**src/rtl/itpg_pkg.sv**
```systemverilog
package itpg_pkg;

  typedef enum logic [1:0] {
    SEQ_PRBS  = 2'd0,
    SEQ_WALK  = 2'd1,
    SEQ_COUNT = 2'd2,
    SEQ_CONST = 2'd3
  } seqSel_e;

  // strobes from control to datapath
  typedef struct packed {
    logic load;  // run restart
    logic step;  // one cell accepted
  } strobe_t;

  localparam logic [31:0] FOLD_POLY = 32'h0040_0007;

  function automatic logic [31:0] lfsrNext(input logic [31:0] s);
    return {s[30:0], 1'b0} ^ (s[31] ? FOLD_POLY : 32'h0);
  endfunction

  function automatic logic [31:0] misrNext(input logic [31:0] s, input logic d);
    logic [31:0] n;
    n = lfsrNext(s);
    n[0] = n[0] ^ d;
    return n;
  endfunction

endpackage

```
**src/rtl/itpg_cfg.sv**
```systemverilog
module itpg_cfg #(
  parameter int MAX_CELLS = 64
) (
  input  logic                   clk,
  input  logic                   rstN,
  input  logic                   wrEn,
  input  logic [3:0]             wrAddr,
  input  logic [31:0]            wrData,
  output itpg_pkg::seqSel_e      seqSel,
  output logic                   polarity,
  output logic                   twoPass,
  output logic                   ctrlLevel,
  output logic [$clog2(MAX_CELLS+1)-1:0] vecLen,
  output logic [31:0]            seed,
  output logic [MAX_CELLS-1:0]   ctrlMask,
  output logic [MAX_CELLS-1:0]   dirMask
);
  localparam int SLOT_W     = $clog2(MAX_CELLS + 1);
  localparam int MASK_WORDS = (MAX_CELLS + 31) / 32;

  logic [31:0] ctrlWords [MASK_WORDS];
  logic [31:0] dirWords  [MASK_WORDS];

  always_ff @(posedge clk) begin
    if (!rstN) begin
      seqSel    <= itpg_pkg::SEQ_PRBS;
      polarity  <= 1'b0;
      twoPass   <= 1'b0;
      ctrlLevel <= 1'b0;
      vecLen    <= SLOT_W'(MAX_CELLS);
      seed      <= 32'd1;
      for (int j = 0; j < MASK_WORDS; j++) begin
        ctrlWords[j] <= '0;
        dirWords[j]  <= '0;
      end
    end else if (wrEn) begin
      case (wrAddr)
        4'd0: begin
          seqSel    <= itpg_pkg::seqSel_e'(wrData[1:0]);
          polarity  <= wrData[2];
          twoPass   <= wrData[3];
          ctrlLevel <= wrData[4];
        end
        4'd1: begin
          if (wrData == 32'd0)                 vecLen <= SLOT_W'(1);
          else if (wrData > 32'(MAX_CELLS))    vecLen <= SLOT_W'(MAX_CELLS);
          else                                 vecLen <= wrData[SLOT_W-1:0];
        end
        4'd2: seed <= wrData;
        default: begin
          for (int j = 0; j < MASK_WORDS; j++) begin
            if (wrAddr == 4'(4 + j)) ctrlWords[j] <= wrData;
            if (wrAddr == 4'(8 + j)) dirWords[j]  <= wrData;
          end
        end
      endcase
    end
  end

  always_comb begin
    for (int c = 0; c < MAX_CELLS; c++) begin
      ctrlMask[c] = ctrlWords[c / 32][c % 32];
      dirMask[c]  = dirWords[c / 32][c % 32];
    end
  end

endmodule

```
**src/rtl/itpg_ctrl.sv**
```systemverilog
module itpg_ctrl #(
  parameter int MAX_CELLS = 64
) (
  input  logic                           clk,
  input  logic                           rstN,
  input  logic                           start,
  input  logic                           tdiReady,
  input  itpg_pkg::seqSel_e              seqSel,
  input  logic                           twoPass,
  input  logic [$clog2(MAX_CELLS+1)-1:0] vecLen,
  output logic                           busy,
  output logic                           done,
  output itpg_pkg::strobe_t              strobe,
  output logic [$clog2(MAX_CELLS+1)-1:0] slot,
  output logic [$clog2(MAX_CELLS+1):0]   vec,
  output logic                           pass
);
  localparam int SLOT_W = $clog2(MAX_CELLS + 1);
  localparam int VEC_W  = SLOT_W + 1;

  // smallest w with 2^w >= n+2
  function automatic logic [VEC_W-1:0] codeWidth(input logic [SLOT_W-1:0] n);
    logic [VEC_W-1:0] w;
    w = VEC_W'(VEC_W);
    for (int i = VEC_W; i >= 1; i--)
      if ((32'd1 << i) >= (32'(n) + 32'd2)) w = VEC_W'(i);
    return w;
  endfunction

  logic [VEC_W-1:0] numVec;
  logic step, lastSlot, lastVec, lastPass;

  always_comb begin
    case (seqSel)
      itpg_pkg::SEQ_COUNT: numVec = codeWidth(vecLen);
      itpg_pkg::SEQ_CONST: numVec = VEC_W'(1);
      default:             numVec = VEC_W'(vecLen);
    endcase
  end

  assign step     = busy && tdiReady;
  assign lastSlot = (slot == vecLen - 1'b1);
  assign lastVec  = (vec == numVec - 1'b1);
  assign lastPass = !twoPass || pass;
  assign strobe   = '{load: start, step: step};

  always_ff @(posedge clk) begin
    if (!rstN) begin
      busy <= 1'b0; done <= 1'b0; slot <= '0; vec <= '0; pass <= 1'b0;
    end else if (start) begin
      busy <= 1'b1; done <= 1'b0; slot <= '0; vec <= '0; pass <= 1'b0;
    end else if (step) begin
      if (!lastSlot) begin
        slot <= slot + 1'b1;
      end else begin
        slot <= '0;
        if (!lastVec) begin
          vec <= vec + 1'b1;
        end else begin
          vec <= '0;
          if (lastPass) begin
            busy <= 1'b0;
            done <= 1'b1;
          end else begin
            pass <= 1'b1;
          end
        end
      end
    end
  end

  p_slot_in_range_r3: assert property (@(posedge clk) disable iff (!rstN)
    busy |-> (slot < vecLen));
  p_start_clears_r2: assert property (@(posedge clk) disable iff (!rstN)
    start |=> (busy && !done && slot == '0 && vec == '0 && !pass));
  p_done_after_step_r11: assert property (@(posedge clk) disable iff (!rstN)
    $rose(done) |-> $past(step));
  p_valid_done_excl_r11: assert property (@(posedge clk) disable iff (!rstN)
    !(busy && done));

endmodule

```
**src/rtl/itpg_dp.sv**
```systemverilog
module itpg_dp #(
  parameter int MAX_CELLS = 64
) (
  input  logic                           clk,
  input  logic                           rstN,
  input  itpg_pkg::strobe_t              strobe,
  input  logic                           busy,
  input  logic [$clog2(MAX_CELLS+1)-1:0] slot,
  input  logic [$clog2(MAX_CELLS+1):0]   vec,
  input  logic                           pass,
  input  itpg_pkg::seqSel_e              seqSel,
  input  logic                           polarity,
  input  logic                           ctrlLevel,
  input  logic [$clog2(MAX_CELLS+1)-1:0] vecLen,
  input  logic [31:0]                    seed,
  input  logic [MAX_CELLS-1:0]           ctrlMask,
  input  logic [MAX_CELLS-1:0]           dirMask,
  input  logic                           retBit,
  output logic                           tdiBit,
  output logic [31:0]                    signature
);
  localparam int SLOT_W = $clog2(MAX_CELLS + 1);
  localparam int PAD    = 1 << SLOT_W;

  logic [PAD-1:0]    ctrlPad, dirPad;
  logic [31:0]       lfsr;
  logic [SLOT_W:0]   code, codeShift;
  logic              isCtrl, isStim, isResp, patBit, stimBit;

  assign ctrlPad = PAD'(ctrlMask);
  assign dirPad  = PAD'(dirMask);
  assign isCtrl  = ctrlPad[slot];
  assign isStim  = !isCtrl && dirPad[slot];
  assign isResp  = !isCtrl && !dirPad[slot];

  assign code      = polarity ? ({1'b0, vecLen} - {1'b0, slot}) : ({1'b0, slot} + 1'b1);
  assign codeShift = code >> vec;

  always_comb begin
    case (seqSel)
      itpg_pkg::SEQ_PRBS:  patBit = lfsr[31];
      itpg_pkg::SEQ_WALK:  patBit = ((SLOT_W+1)'(slot) == vec) ^ polarity;
      itpg_pkg::SEQ_COUNT: patBit = codeShift[0];
      default:             patBit = polarity;
    endcase
    stimBit = patBit ^ pass;
    if (!busy)       tdiBit = 1'b0;
    else if (isCtrl) tdiBit = ctrlLevel;
    else if (isStim) tdiBit = stimBit;
    else             tdiBit = 1'b0;
  end

  always_ff @(posedge clk) begin
    if (!rstN) begin
      lfsr      <= 32'd1;
      signature <= '0;
    end else if (strobe.load) begin
      lfsr      <= (seed == 32'd0) ? 32'd1 : seed;
      signature <= '0;
    end else if (strobe.step) begin
      if (isStim) lfsr      <= itpg_pkg::lfsrNext(lfsr);
      if (isResp) signature <= itpg_pkg::misrNext(signature, retBit);
    end
  end

  p_sig_hold_r10: assert property (@(posedge clk) disable iff (!rstN)
    (!strobe.step && !strobe.load) |=> $stable(signature));
  p_lfsr_nonzero_r8: assert property (@(posedge clk) disable iff (!rstN)
    busy |-> (lfsr != 32'd0));
  p_resp_drives_low_r4: assert property (@(posedge clk) disable iff (!rstN)
    (busy && isResp) |-> !tdiBit);
  p_idle_quiet_r11: assert property (@(posedge clk) disable iff (!rstN)
    !busy |-> !tdiBit);

endmodule

```
**src/rtl/itp_gen.sv**
```systemverilog
module itp_gen #(
  parameter int MAX_CELLS = 64
) (
  input  logic        clk,
  input  logic        rstN,
  input  logic        wrEn,
  input  logic [3:0]  wrAddr,
  input  logic [31:0] wrData,
  input  logic        start,
  output logic        tdiBit,
  output logic        tdiValid,
  input  logic        tdiReady,
  input  logic        retBit,
  output logic        done,
  output logic [31:0] signature
);
  localparam int SLOT_W = $clog2(MAX_CELLS + 1);

  itpg_pkg::seqSel_e   seqSel;
  itpg_pkg::strobe_t   strobe;
  logic                polarity, twoPass, ctrlLevel, pass;
  logic [SLOT_W-1:0]   vecLen, slot;
  logic [SLOT_W:0]     vec;
  logic [31:0]         seed;
  logic [MAX_CELLS-1:0] ctrlMask, dirMask;

  itpg_cfg #(.MAX_CELLS(MAX_CELLS)) u_cfg (
    .clk(clk), .rstN(rstN), .wrEn(wrEn), .wrAddr(wrAddr), .wrData(wrData),
    .seqSel(seqSel), .polarity(polarity), .twoPass(twoPass), .ctrlLevel(ctrlLevel),
    .vecLen(vecLen), .seed(seed), .ctrlMask(ctrlMask), .dirMask(dirMask)
  );

  itpg_ctrl #(.MAX_CELLS(MAX_CELLS)) u_ctrl (
    .clk(clk), .rstN(rstN), .start(start), .tdiReady(tdiReady),
    .seqSel(seqSel), .twoPass(twoPass), .vecLen(vecLen),
    .busy(tdiValid), .done(done), .strobe(strobe),
    .slot(slot), .vec(vec), .pass(pass)
  );

  itpg_dp #(.MAX_CELLS(MAX_CELLS)) u_dp (
    .clk(clk), .rstN(rstN), .strobe(strobe), .busy(tdiValid),
    .slot(slot), .vec(vec), .pass(pass),
    .seqSel(seqSel), .polarity(polarity), .ctrlLevel(ctrlLevel),
    .vecLen(vecLen), .seed(seed), .ctrlMask(ctrlMask), .dirMask(dirMask),
    .retBit(retBit), .tdiBit(tdiBit), .signature(signature)
  );

endmodule

```
**config.mk**
```make
export PLATFORM = sky130hd
export DESIGN_NAME = itp_gen
export DESIGN_NICKNAME = d
export VERILOG_FILES = /design/src/rtl/itpg_pkg.sv /design/src/rtl/itpg_cfg.sv /design/src/rtl/itpg_ctrl.sv /design/src/rtl/itpg_dp.sv /design/src/rtl/itp_gen.sv
export SDC_FILE = /design/constraint.sdc
export NUM_CORES = 1
export LEC_CHECK = 0
export ABC_CLOCK_PERIOD_IN_PS = 4400
export CORE_MARGIN = 2
export CORE_UTILIZATION = 64
export DETAILED_ROUTE_END_ITERATION = 6
export DONT_BUFFER_PORTS = 1
export GPL_ROUTABILITY_DRIVEN = 0
export PLACE_DENSITY = 0.79
export SLEW_MARGIN = 20
export SYNTH_ARGS = -nofsm -noshare
export SYNTH_HDL_FRONTEND = slang
export SYNTH_SLANG_ARGS = --single-unit
```
**constraint.sdc**
```tcl
create_clock -name clk -period 4.4 [get_ports clk]
set_input_delay 0.22 -clock clk [delete_from_list [all_inputs] [get_ports clk]]
set_output_delay 0.22 -clock clk [all_outputs]
set_load 0.01 [all_outputs]
```
Word level (Yosys, flattened, before mapping)
Memory sizes are Yosys's and may differ from the RTL's.
Index checks and enable logic that the tools add are counted.

operators by class
  add/subtract/negate cells = 7
  multipliers = 0
  divide/modulo/power cells = 0
  magnitude comparators = 9
  equality and inequality tests = 12
  shift-type cells = 1
  mux-type cells = 57
  bitwise operators = 11
  reduce and logical (&&, ||, !) cells = 27

operator list
  cell                                                                    number
  32-bit two-way mux                                                      8
  32-bit logical NOT                                                      2
  32-bit bitwise XOR                                                      2
  23-bit two-way mux                                                      2
  2-bit by 32-bit >= comparator with 1-bit output (first input constant)  1
  3-bit by 32-bit >= comparator with 1-bit output (first input constant)  1
  4-bit by 32-bit >= comparator with 1-bit output (first input constant)  1
  5-bit by 32-bit >= comparator with 1-bit output (first input constant)  1
  6-bit by 32-bit >= comparator with 1-bit output (first input constant)  1
  7-bit by 32-bit >= comparator with 1-bit output (first input constant)  1
  8-bit by 32-bit >= comparator with 1-bit output (first input constant)  1
  32-bit by 7-bit > comparator with 1-bit output (second input constant)  1
  1-bit two-way mux                                                       31
  4-bit two-way mux                                                       7
  7-bit two-way mux                                                       3
  8-bit two-way mux                                                       2
  1-bit binary-select mux with 7-bit select                               2
  7-bit case mux with 2 select lines                                      1
  2-bit AND reduction                                                     6
  4-bit AND reduction                                                     3
  2-bit nonzero test                                                      5
  7-bit by 1-bit adder with 8-bit output (second input constant)          1
  7-bit by 2-bit adder with 8-bit output (second input constant)          1
  8-bit by 1-bit adder with 8-bit output (second input constant)          1
  26 further kinds                                                        39

word-level totals
  register bits = 126
  bits in latches = 0
  RAM bits = 128
  ROM bits = 0
  input bits = 42
  output and inout port bits = 35
  logic and storage cells = 139
  memories kept = 2

memories
  memory           depth  width  read ports  clocked after Yosys merged registers in  write ports  RTL line        source
  u_cfg.ctrlWords  2      32     2           0                                        2            itpg_cfg.sv:21  logic [31:0] ctrlWords [MASK_WORDS];
  u_cfg.dirWords   2      32     2           0                                        2            itpg_cfg.sv:22  logic [31:0] dirWords [MASK_WORDS];

Longest topological paths before layout
  depth in word-level cells = 16
  gate-level depth with buffers = 17
  depth with buffers taken out = 15

Cells and area by module
Synthesis repeated with hierarchy kept, for this count alone.

unflattened totals
  cell total of the unflattened synthesis = 1124
  area, all modules = 12513.3 um^2

modules (own cells, without submodules)
  module     instances  cells each  area an instance (um^2)  sequential area each (um^2)
  itpg_cfg   1          409         5965.7                   4724.5
  itpg_dp    1          479         4758.3                   1281.2
  itpg_ctrl  1          236         1789.2                   360.3

Worst setup path after synthesis
OpenSTA, ideal clock, no wires.

  kind = input to register
  start = input port wrAddr[2]
  end = memory u_cfg.dirWords[0][0] (enable)
  library setup time = 0.466 ns
  data arrival time = 3.382 ns
  data required time = 3.934 ns
  slack = 0.552 ns
  stages = 5
  buffers on the path = 2
  path through = clkbuf_1 -> nor3b_1 -> clkbuf_1 -> inv_1 -> o21ai_0

RTL lines
  what         RTL line        source
  from (decl)  itp_gen.sv:7    input logic [3:0] wrAddr,
  to (decl)    itpg_cfg.sv:22

Worst setup path after layout
  start = register u_ctrl.slot[0]
  end = output port tdiBit

between the ends
  cells in the longest elaborated chain, start to end = 8
  elaborated cells on any way between the ends = 17

RTL lines
  what                                                                                                   RTL line         source
  from (decl)                                                                                            itpg_ctrl.sv:14  output logic [$clog2(MAX_CELLS+1)-1:0] slot,
  from (signal assigned)                                                                                 itpg_ctrl.sv:54  slot <= slot + 1'b1;
  7-bit by 1-bit adder with 8-bit output or 7-bit by 7-bit subtractor with 8-bit output (tied branches)  itpg_dp.sv:36    assign code = polarity ? ({1'b0, vecLen} - {1'b0, slot}) : ({1'b0, slot} + 1'b1);
  8-bit two-way mux                                                                                      itpg_dp.sv:36
  8-bit by 8-bit right shift with 1-bit output                                                           itpg_dp.sv:37    assign codeShift = code >> vec;
  1-bit case mux with 3 select lines                                                                     itpg_dp.sv:40    case (seqSel)
  1-bit bitwise XOR                                                                                      itpg_dp.sv:46    stimBit = patBit ^ pass;
  1-bit two-way mux                                                                                      itpg_dp.sv:49    else if (isStim) tdiBit = stimBit;
  1-bit two-way mux *                                                                                    itpg_dp.sv:48    else if (isCtrl) tdiBit = ctrlLevel;
  1-bit two-way mux *                                                                                    itpg_dp.sv:47    if (!busy) tdiBit = 1'b0;
  to (decl)                                                                                              itp_gen.sv:10    output logic tdiBit,

Mark *: on every way between the ends. The rest lies on a longest branch, timed or not. The select of a mux whose other input is x is not followed.

==> reports/metrics.csv <==
metric,value,unit
netlist_area,0.0122,mm2
final_area,0.0136,mm2
ios,77,
period_share,90.9,%
htreeDepth,1,
grt_max_degree,112,
ys.flop_type,edfxtp_1,
ys_ff_latch,254,
fin_ws,0.399,ns
finalClockSkew,0.0162,ns
die_y,142,um
arrival,3.78,ns
wl_per_cell,22.6,um
synthToLayoutAreaGrowth,11.5,%
syn_nets,1178,
swShare,21.5,%
setup_tns,0,ns
power_density,385,mW/mm2
outcome,finished clean,
tightest_slew,1.01,ns
synth-adder-area-share,1.81,%
cts_root_buffer,clkbuf_16,
grt_pass1_wl,48800,um
cp.required,4.18,ns
drt_first_pass_iters,7,
wirelength,31000,um
syn_inst,1119,
synth_xor_xnor_area_share,3.23,%
drcViolationCount,0,
antenna_cells,0,
die-area,0.0202,mm2
dp_slack,0.463,ns
min_path_type,in2reg,
fin_nets,1173,
max_freq,250,MHz
cts_made_buffers,26,
leakagePower,4.64,nW
dp_cells,1280,
slew_viol_final,0,
ir_drop,0.434,mV
antenna_found_initial,1,
path_max_fanout,15,
cp-start-kind,flop,
drive_gt1_share,10.9,%
post-dp-hpwl,18700,um
synth_top_family_by_area,simple AND/OR/NAND/NOR gates,
final_antenna_net_count,0,
comb_power_share,5.4,%
grt_usage,31.4,%
synth.top_cells.by_count,"edfxtp_1, dfxtp_1, nand2_1, clkbuf_1, nand3_1",
vias,8986,
grt_setup_unrepaired,no,
yosysWarnings,0,
synthMuxAreaShare,11.3,%
syn_area_per_cell,10.9,um2
p_int,4.11,mW
netlist.area_leader.share,31.5,%
p_switching,1.13,mW
start_util,65.2,%
max-cap-violations,0,
final_cells,1368,
yosys.area.top_type,edfxtp_1,
cts_tree,built,
finalCriticalPeriod,4.00,ns
hold_viol,0,
worst_slew_margin_rel,32.9,%
endpoint_kind,output pin,
placed_area,0.0123,mm2
synth-async-reset-ratio,0,%
yosysUniqueCellTypes,59,
cts_buffer_depth,3,
core-area,0.0187,mm2
viasPerCell,6.57,
synth.area.top_cells,"edfxtp_1, dfxtp_1, mux4_2",
drtIter0Drc,732,
synth_compound_area_share,11.3,%
insertion_delay,0.54,ns
yosysMostFrequentCell,edfxtp_1,
overflow,0,
synth.yosys.seq_area_share,52.2,%
die_x,142,um
rows,50,
clkPwrFrac,44.6,%
synthSimpleGateAreaFrac,15.7,%
path_clk_slew,0.06,ns
grt_pass1_vias,8784,
critPathKind,reg2out,
synth_edf_count,128,
cts_sinks,254,
setup_viol,0,
numPortBuffers,0,
p_seq_share,50.1,%
worst max-delay path: stages, from the launching register on:
cell and delay [ns]:
dfxtp_2 0.67, buf_4 0.33, ha_1 0.20, inv_1 0.05, fa_1 0.39, a21o_1 0.17
a21oi_1 0.28, xnor2_1 0.17, o2111ai_1 0.11, a31o_2 0.24, a31oi_1 0.15, xnor2_1 0.15
a32o_1 0.31
sequential cells by signal, summed over array words and instances, names as in the netlist:
signal	flops
u_cfg.ctrlLevel	1
u_cfg.ctrlWords	64
u_cfg.dirWords	64
u_cfg.polarity	1
u_cfg.seed	32
u_cfg.seqSel	2
u_cfg.twoPass	1
u_cfg.vecLen	7
u_ctrl.busy	1
u_ctrl.done	1
u_ctrl.pass	1
u_ctrl.slot	7
u_ctrl.vec	8
u_dp.lfsr	32
u_dp.signature	32
power groups by stage:
stage	Sequential (mW)	Clock (mW)	Combinational, mW
4_1_cts	2.62	2.34	0.277
3_5_place_dp	2.67	0	0.209
3_3_place_gp	2.66	0	0.205
6_report	2.62	2.33	0.280
2_1_floorplan	2.65	0	0.186
5_1_grt	2.63	2.44	0.300
worst paths after layout:
kind                    from                     to  slack, ns  cells past startpoint
min reg2reg   u_cfg.seed[21]         u_cfg.seed[21]       0.48                      2
min               wrData[28]  u_cfg.dirWords[0][28]       0.04                      1
max reg2reg  u_cfg.vecLen[2]          u_ctrl.vec[5]       0.54                     13
max           u_ctrl.slot[0]                 tdiBit       0.40                     12
metal layers:
metal | part of all wire, % | track usage, % | vias to the layer above | wire length (um)
met1 | 37 | 39.3 | 4338 | 11400
met3 | 7.7 | 5.99 | 123 | 2380
li1 | - | - | 4098 | -
met2 | 50 | 53.2 | 425 | 15600
met5 | 0.058 | 0 | - | 18
met4 | 5.1 | 14.1 | 2 | 1570
through the flow:
| step | util, % | total power [mW] | hold WS, ns |
|---|---|---|---|
| after floorplan | - | 2.84 | 0.344 |
| after global placement | 65.5 | 2.87 | 0.319 |
| after detailed placement | 65.5 | 2.88 | 0.321 |
| after CTS | 72.6 | 5.24 | 0.0114 |
| after global routing | 72.7 | 5.36 | 0.0365 |
| final | 72.7 | 5.23 | 0.0446 |
placed cells by master, fill, tap and decap left out, types with 22 or more instances in the layout:
cell type and n:
and2_1 34, inv_1 24, mux2i_1 41, nand2_1 116, nor2_1 26, clkbuf_16 27, nand3_1 59, mux4_2 43
edfxtp_1 128, o21ai_0 54, and3_1 40, dfxtp_1 124, a21boi_0 34, o21ai_1 27, dlygate4sd3_1 39, xor2_1 23
xnor2_1 22, a21oi_1 50
repair_timing:
| action | 4_1_cts | 5_1_grt |
|---|---|---|
| hold buffers | 40 | 0 |
| resized for setup | 0 | 2 |
| buffers inserted | 0 | 0 |
| endpoints found under the hold margin | 204 | 0 |
| endpoints found under the setup margin | 0 | 9 |
cell families (layout without fill, tap and decap cells):
logic type	count (synthesis)	in the layout
compound gates	227	227
xor+xnor	45	45
fa+ha+maj	17	17
buf+inv	119	134
flops	254	254
mux	84	84
simple gates	373	373
cell type report:
type,instances,area (um2)
timing repair buffer,60,581
inverter,26,97.6
clock buffer,34,732
fill,1228,5110
tap,234,293
sequential,254,6370
clock inverter,14,183
multi-input combinational,746,5340
Note: power is estimated with default switching activity, not from simulation.
